--- config.mk ---
export PLATFORM = sky130hd
export DESIGN_NAME = scram_code_gen
export DESIGN_NICKNAME = d
export VERILOG_FILES = /design/src/rtl/scram_code_gen.sv
export SDC_FILE = /design/constraint.sdc
export NUM_CORES = 1
export LEC_CHECK = 0
export ABC_AREA = 1
export ABC_CLOCK_PERIOD_IN_PS = 8000
export CAP_MARGIN = 20
export CELL_PAD_IN_SITES_DETAIL_PLACEMENT = 1
export CELL_PAD_IN_SITES_GLOBAL_PLACEMENT = 1
export CORE_UTILIZATION = 48
export CTS_CLUSTER_DIAMETER = 60
export DETAILED_ROUTE_END_ITERATION = 10
export HOLD_SLACK_MARGIN = 0.06
export PLACE_DENSITY_LB_ADDON = 0.1
export REMOVE_ABC_BUFFERS = 1
export SYNTH_ARGS = -nofsm -noshare
export SYNTH_HDL_FRONTEND = slang
export SYNTH_SLANG_ARGS = --single-unit
export TNS_END_PERCENT = 30
--- constraint.sdc ---
create_clock -name clk -period 8 [get_ports clk]
set_clock_uncertainty 0.15 [all_clocks]
set_input_delay 0.8 -clock clk [delete_from_list [all_inputs] [get_ports clk]]
set_output_delay 0.8 -clock clk [all_outputs]
set_load 0.01 [all_outputs]
--- src/rtl/scram_code_gen.sv ---
module scram_code_gen #(
  parameter int CODE_W      = 9,
  parameter int SPACING_LOG = 4,
  parameter int FRAME_LEN   = 38400,
  parameter int Q_DELAY_LOG = 17
) (
  input  logic              clk,
  input  logic              rst_n,
  input  logic [CODE_W-1:0] code_num,
  input  logic              frame_start,
  input  logic              chip_adv,
  output logic [1:0]        chip_i,
  output logic [1:0]        chip_q,
  output logic              last_chip
);

  localparam int REG_W = 18;
  localparam int CNT_W = $clog2(FRAME_LEN);
  localparam logic [REG_W-1:0] X_FB = 18'h00081;
  localparam logic [REG_W-1:0] Y_FB = 18'h004A1;
  localparam logic [CNT_W-1:0] LAST_IDX = CNT_W'(FRAME_LEN - 1);

  typedef logic [REG_W-1:0][REG_W-1:0] mat_t;

  function automatic mat_t step_mat(input logic [REG_W-1:0] fb);
    mat_t m;
    for (int k = 0; k < REG_W - 1; k++) m[k] = REG_W'(1) << (k + 1);
    m[REG_W-1] = fb;
    return m;
  endfunction

  function automatic mat_t mat_sq(input mat_t a);
    mat_t b;
    for (int r = 0; r < REG_W; r++) begin
      logic [REG_W-1:0] acc;
      acc = '0;
      for (int c = 0; c < REG_W; c++) if (a[r][c]) acc = acc ^ a[c];
      b[r] = acc;
    end
    return b;
  endfunction

  function automatic mat_t jump_mat(input logic [REG_W-1:0] fb, input int p);
    mat_t m;
    m = step_mat(fb);
    for (int i = 0; i < p; i++) m = mat_sq(m);
    return m;
  endfunction

  function automatic logic [REG_W-1:0] mat_apply(input mat_t m, input logic [REG_W-1:0] v);
    logic [REG_W-1:0] o;
    for (int r = 0; r < REG_W; r++) o[r] = ^(m[r] & v);
    return o;
  endfunction

  localparam mat_t XQ_M = jump_mat(X_FB, Q_DELAY_LOG);
  localparam mat_t YQ_M = jump_mat(Y_FB, Q_DELAY_LOG);
  localparam logic [REG_W-1:0] XQ_TAP = XQ_M[0];
  localparam logic [REG_W-1:0] YQ_TAP = YQ_M[0];

  logic [REG_W-1:0]  x_q, y_q;
  logic [CNT_W-1:0]  cnt;
  logic [CODE_W-1:0] code_q;
  logic [CODE_W-1:0] sel_code;
  logic [REG_W-1:0]  seed_stage [CODE_W+1];
  logic [REG_W-1:0]  x_next, y_next;
  logic              bit_i, bit_q;

  assign sel_code      = frame_start ? code_num : code_q;
  assign seed_stage[0] = REG_W'(1);

  for (genvar g = 0; g < CODE_W; g++) begin : g_seed
    localparam mat_t JM = jump_mat(X_FB, SPACING_LOG + g);
    assign seed_stage[g+1] = sel_code[g] ? mat_apply(JM, seed_stage[g]) : seed_stage[g];
  end

  assign x_next = {^(x_q & X_FB), x_q[REG_W-1:1]};
  assign y_next = {^(y_q & Y_FB), y_q[REG_W-1:1]};

  assign last_chip = (cnt == LAST_IDX);
  assign bit_i     = x_q[0] ^ y_q[0];
  assign bit_q     = ^(x_q & XQ_TAP) ^ ^(y_q & YQ_TAP);
  assign chip_i    = bit_i ? 2'b11 : 2'b01;
  assign chip_q    = bit_q ? 2'b11 : 2'b01;

  always_ff @(posedge clk) begin
    if (!rst_n) begin
      x_q    <= REG_W'(1);
      y_q    <= '1;
      cnt    <= '0;
      code_q <= '0;
    end else if (frame_start) begin
      x_q    <= seed_stage[CODE_W];
      y_q    <= '1;
      cnt    <= '0;
      code_q <= code_num;
    end else if (chip_adv) begin
      if (last_chip) begin
        x_q <= seed_stage[CODE_W];
        y_q <= '1;
        cnt <= '0;
      end else begin
        x_q <= x_next;
        y_q <= y_next;
        cnt <= cnt + 1'b1;
      end
    end
  end

  AST_HOLD_IDLE: assert property (@(posedge clk) disable iff (!rst_n)
    (!chip_adv && !frame_start) |=> ($stable(x_q) && $stable(y_q) && $stable(cnt)));

  AST_START_RELOAD: assert property (@(posedge clk) disable iff (!rst_n)
    frame_start |=> (cnt == '0 && y_q == '1 && code_q == $past(code_num)));

  AST_WRAP_RELOAD: assert property (@(posedge clk) disable iff (!rst_n)
    (chip_adv && !frame_start && last_chip) |=> (cnt == '0 && y_q == '1 && $stable(code_q)));

  AST_COUNT_STEP: assert property (@(posedge clk) disable iff (!rst_n)
    (chip_adv && !frame_start && !last_chip) |=> (cnt == $past(cnt) + 1'b1));

  AST_X_NONZERO: assert property (@(posedge clk) disable iff (!rst_n)
    (x_q != '0));

endmodule

Word level (Yosys, flattened, before mapping)

Index checks and enable logic that the tools add are counted.

Register bits after elaboration: 61
Input bits: 13
Output and inout bits: 5

$add $sub $neg: 1
Eq/ne operators: 1
Multiplexer cells: 17
Bitwise operators: 3
Reductions and logical operators: 150

Operators by type and width:

| kind                                           | number |
|---|---|
| XOR reduction 18 bit                           | 148 |
| two-way mux 18 bit                             | 12 |
| adder 16 x 1 -> 16 bit (second input constant) | 1 |
| equality test 16 bit (second input constant)   | 1 |
| two-way mux 16 bit                             | 1 |
| two-way mux 14 bit                             | 1 |
| two-way mux 9 bit                              | 1 |
| two-way mux 2 bit                              | 2 |
| nonzero test 2 bit                             | 1 |
| OR reduction 2 bit                             | 1 |
| XOR 1 bit                                      | 2 |
| NOT 1 bit                                      | 1 |

Depth between registers and ports, before layout

Word-level depth: 21
Gate-level depth with buffers: 63
Depth with buffers taken out: 60

Least setup slack after synthesis

No wires, ideal clock.

Path kind: in2reg
From: in frame_start
To: reg x_q[0]
Setup time: 115 ps
Arrival time: 5433 ps
Required time: 7735 ps
Setup slack: 2302 ps
Stages on the path: 52
Buffers on the path: 4
Cell sequence: buf_6 -> inv_6 -> buf_12 -> nand2_2 -> nand2_4 -> ha_1 -> clkbuf_1 -> inv_1 -> nand3_2 -> nand2_2 -> o21ai_1 -> nand2_1 -> nand2_2 -> nand2_1 -> nand2_1 -> nand3_2 -> nand2_2 -> nand2_1 -> (+16 left out) -> nand2_1 -> nand2_1 -> nand2_4 -> xor2_1 -> nand2_1 -> nand2_1 -> nand2_1 -> nand3_1 -> nand2_2 -> nand2_1 -> nand2_4 -> xnor2_2 -> xor2_1 -> nand2_1 -> nand3_1 -> nand2_1 -> nand2_1 -> nand2_1

Elaborated cells on any way between the ends: 123
Those cells by class: mux: 13; reduce/logical: 110

RTL lines:

| what                   | RTL line | text |
|---|---|---|
| start: declaration     | 10       | `input logic frame_start,` |
| two-way mux 9 bit (*)  | -        |  |
| via sel_code[1]        | 64       | `logic [CODE_W-1:0] sel_code;` |
| two-way mux 18 bit (*) | 74       | `assign seed_stage[g+1] = sel_code[g] ? mat_apply(JM, seed_stage[g]) : seed_stage[g];` |
| XOR reduction 18 bit   | 52       | `for (int r = 0; r < REG_W; r++) o[r] = ^(m[r] & v);` |
| two-way mux 18 bit (*) | 74       |  |
| XOR reduction 18 bit   | 52       |  |
| two-way mux 18 bit (*) | 74       |  |
| XOR reduction 18 bit   | 52       |  |
| (+4 left out)          | -        |  |
| two-way mux 18 bit (*) | 74       |  |
| XOR reduction 18 bit   | 52       |  |
| two-way mux 18 bit (*) | 74       |  |
| XOR reduction 18 bit   | 52       |  |
| two-way mux 18 bit (*) | 74       |  |
| two-way mux 18 bit     | 98       | `if (last_chip) begin` |
| two-way mux 18 bit     | 97       | `end else if (chip_adv) begin` |
| two-way mux 18 bit (*) | 92       | `end else if (frame_start) begin` |
| end signal: assignment | 93       | `x_q <= seed_stage[CODE_W];` |
| end signal: assignment | 99       | `x_q <= seed_stage[CODE_W];` |
| end signal: assignment | 103      | `x_q <= x_next;` |
| end: declaration       | 61       | `logic [REG_W-1:0] x_q, y_q;` |

The timed path passes the listed nets; every way through them passes the cells marked *. The select of a mux whose other input is x is not followed.
A chain may end at the register's enable or synchronous reset.

Final worst setup path

From: in code_num[0]
To: reg x_q[6]

Cells in the longest elaborated chain, start to end: 21
Elaborated cells on any way between the ends: 123
Those cells by class: mux: 13; reduce/logical: 110

RTL lines:

| what                   | RTL line | text |
|---|---|---|
| start: declaration     | 9        | `input logic [CODE_W-1:0] code_num,` |
| two-way mux 9 bit (*)  | -        |  |
| two-way mux 14 bit (*) | 74       |  |
| XOR reduction 18 bit   | 52       |  |
| two-way mux 18 bit (*) | 74       |  |
| XOR reduction 18 bit   | 52       |  |
| two-way mux 18 bit (*) | 74       |  |
| XOR reduction 18 bit   | 52       |  |
| two-way mux 18 bit (*) | 74       |  |
| (+5 left out)          | -        |  |
| two-way mux 18 bit (*) | 74       |  |
| XOR reduction 18 bit   | 52       |  |
| two-way mux 18 bit (*) | 74       |  |
| XOR reduction 18 bit   | 52       |  |
| two-way mux 18 bit (*) | 74       |  |
| two-way mux 18 bit     | 98       |  |
| two-way mux 18 bit     | 97       |  |
| two-way mux 18 bit (*) | 92       |  |

Mark *: on every way between the ends. The rest lies on a longest branch, timed or not. The select of a mux whose other input is x is not followed.

==> reports/results.txt <==
Outcome: completed
Vias in the first global route: 17704
P_leak: 7.89 nW
First-pass GRT wire length: 91.5 mm
Routability cong.: 0.982
Die height: 168 um
Multi-input gate area: 11000 sq um
Row Count: 60
Post-DP HPWL: 44.2 mm
Post-Syn Area per Cell: 5.06 sq um
DIE AREA: 28300 sq um
Initial Utilization: 49.1%
Clk buf depth: 2
Max incr delay on CP: 0.44 ns
Hold path cells: 2
Initial DRC count: 1255
Post-placement setup slack: -0.0555 ns
DR vias: 17717
DRC viols: 0
Worst-path clk slew: 0.06 ns
Synth top area share: 37.5%
Io pins: 18
Commonest non-fill, non-tap cells in the layout: 1324 x nand2_1, 487 x nand3_1, 181 x nand2_2, 151 x inv_1, 61 x dfxtp_1
Routing usage on met1: 50.1%
Largest net degree at the start of global routing: 38
RR Endpoint: x_q[6]
Critical Path Start Type: input port
Crit end category: register
Most common cell after layout, fill and taps aside: nand2_1
Slowest stage cell, crit path: clkdlybuf4s50_1
Kind of critical path: in -> reg
Area leader, netlist: nand2_1
Port Buffers: 15
Fmax: 0.133 GHz
Clock sink count: 61
Nets: 2628
Hold endpoint: x_q[1]
CP dominant cell by count: nand2_1
Worst Hold Class: reg -> reg
Final setup violation count: 0
Cell variety after synth: 50
Layout cell share with drive strength beyond 1: 13.3%
RSZ-0062 raised after global routing: no
Yosys reg bits: 61
CTS tree: built
Reg-to-reg critical path startpoint: code_q[1]
YS warnings: 0
CTS H-tree lvls: 3
Reg area: 1220 sq um
Vias/cell: 6.00
Worst-Skew Late Latency: 0.35 ns
Final Hold Vio Count: 0
Source of the worst hold timing path: x_q[1]
Critical Path AT: 7.61 ns
CP Data Required Time: 8.11 ns
Grt total ovfl: 0
Chip width: 168 um
PD cells: 539 nW/um^2
Final wirelength: 56.9 mm
Worst setup margin: 0.498 ns
Post-synthesis sequential area ratio: 9.20%
Prevailing post-synth register cell: dfxtp_1
CTS Buf Count: 9
Internal reg-to-reg setup slack: 1.11 ns
VDD IR max: 0.000223 V
Power Total: 7.52 mW
Shortest period the worst path allows: 7.50 ns
Fin crit share: 93.8%
Initial antenna violation count: 0
Post-DRT Antenna Nets: 0
Fin. max-slew vios: 0
Worst-path fanout max: 10
Busiest grt layer: met2
Rel. slew slack: 35.9%
Number of synthesized flops with an enable pin: 0
Area Overhead vs Synth: 5.12%
Asr flop ratio synth: 0%
Routed len/inst: 19.3 um
MaxCap Viol Count: 0
Total Routing Usage GR: 39.9%
Syn Inst Count: 2620
Synthesized cell area: 13300 sq um
Drt pass-1 iters: 9
Core region area: 27000 sq um
Leading post-synthesis cells by cell area: nand2_1 38%, nand3_1 18%, dfxtp_1 9.2%
Global Route met3 Usage: 3.90%
Setup_tns: 0 ns
Fillers: 4231
Clock root buffer: clkbuf_16
R2r worst-path depth: 53
Worst slew pin tran: 0.960 ns
Met2 Use GR: 69.7%
-- cells by family (layout without fill, tap and decap cells) --
family / count (synthesis) / in the layout / share of synthesized area [%]
xor gates and xnor gates: 48 / 48 / 3.28
DFF: 61 / 61 / 9.20
adders and majority gates: 8 / 8 / 0.754
AOI/OAI and AO/OA: 112 / 112 / 5.41
other: 1 / 3 / 0.0283
and+or+nand+nor: 2137 / 2137 / 73.2
buffers and inverters: 253 / 244 / 8.16
-- synthesized netlist by cell type, types with 2 or more instances --
library cell and count:
nand3_2 31, a31oi_1 3, ha_1 8, buf_4 6, nand4_1 9, inv_1 151, o211ai_1 16, nand3_4 3
buf_6 7, nor2_1 39, xnor2_1 21, o21ai_4 2, a21oi_1 32, nor3_1 9, nand2_1 1326, nand2_4 30
xor2_1 25, nand2_8 3, buf_2 16, or2_2 4, nand2_2 179, o21ai_0 38, dfxtp_1 61, clkinv_1 6
nor4_1 6, inv_2 36, o21ai_1 7, clkbuf_1 26, nand3b_1 5, nor2_2 2, a21oi_4 4, o21ai_2 5
nand3_1 487
-- through the flow --
stage | utilization (%) | cells | hold slack, ns | area (sq um)
after global routing | 51.6 | 2953 | 0.342 | 13900
after detailed placement | 50.6 | 2937 | 0.302 | 13700
final | 51.6 | 2954 | 0.320 | 13900
after floorplan | - | 2563 | 0.292 | 12900
after CTS | 51.6 | 2953 | 0.321 | 13900
after global placement | 50.5 | 2936 | 0.300 | 13600
-- metal layers --
metal / up-vias / wire [um] / share of wire (%)
li1: 8346 / - / -
met5: - / 0 / 0
met1: 8528 / 24300 / 43
met2: 688 / 26900 / 47
met3: 155 / 3620 / 6.4
met4: 0 / 2130 / 3.7
-- area by class of cell --
class | instances | area share [%]
timing repair buffer | 33 | 2.10
multi-input combinational | 2307 | 78.8
sequential | 61 | 8.75
antenna | 1 | 0.0179
inverter | 195 | 5.32
clock inverter | 7 | 0.359
clock buffer | 9 | 1.61
tap | 341 | 3.06
-- how the worst max path moves through the flow --
stage	from	end
floorplan	frame_start	x_q[0]
global placement	frame_start	x_q[14]
detailed placement	frame_start	x_q[7]
CTS	frame_start	x_q[6]
global route	code_num[1]	x_q[6]
finish	code_num[0]	x_q[6]
-- registers in the layout, summed over array words and instances (netlist names) --
| signal | count |
|---|---|
| cnt | 16 |
| code_q | 9 |
| x_q | 18 |
| y_q | 18 |
-- worst max-delay path: cells and delay by family --
family / cells / cell delay [ns]
AOI/OAI and AO/OA: 1 / 0.17
adders and majority gates: 1 / 0.35
buffers and inverters: 7 / 0.86
and+or+nand+nor: 44 / 5.36
-- timing repair --
action,in CTS,in global routing
buffers inserted,0,0
hold buffers,0,0
endpoints found under the setup margin,0,18
resized for setup,0,5
-- report_power, final --
| part | switching (mW) | internal [mW] | leakage, nW |
|---|---|---|---|
| registers | 0.0262 | 0.340 | 0.500 |
| clock network | 0.167 | 0.211 | 0.140 |
| logic | 4.86 | 1.92 | 7.25 |
Note: power is estimated with default switching activity, not from simulation.
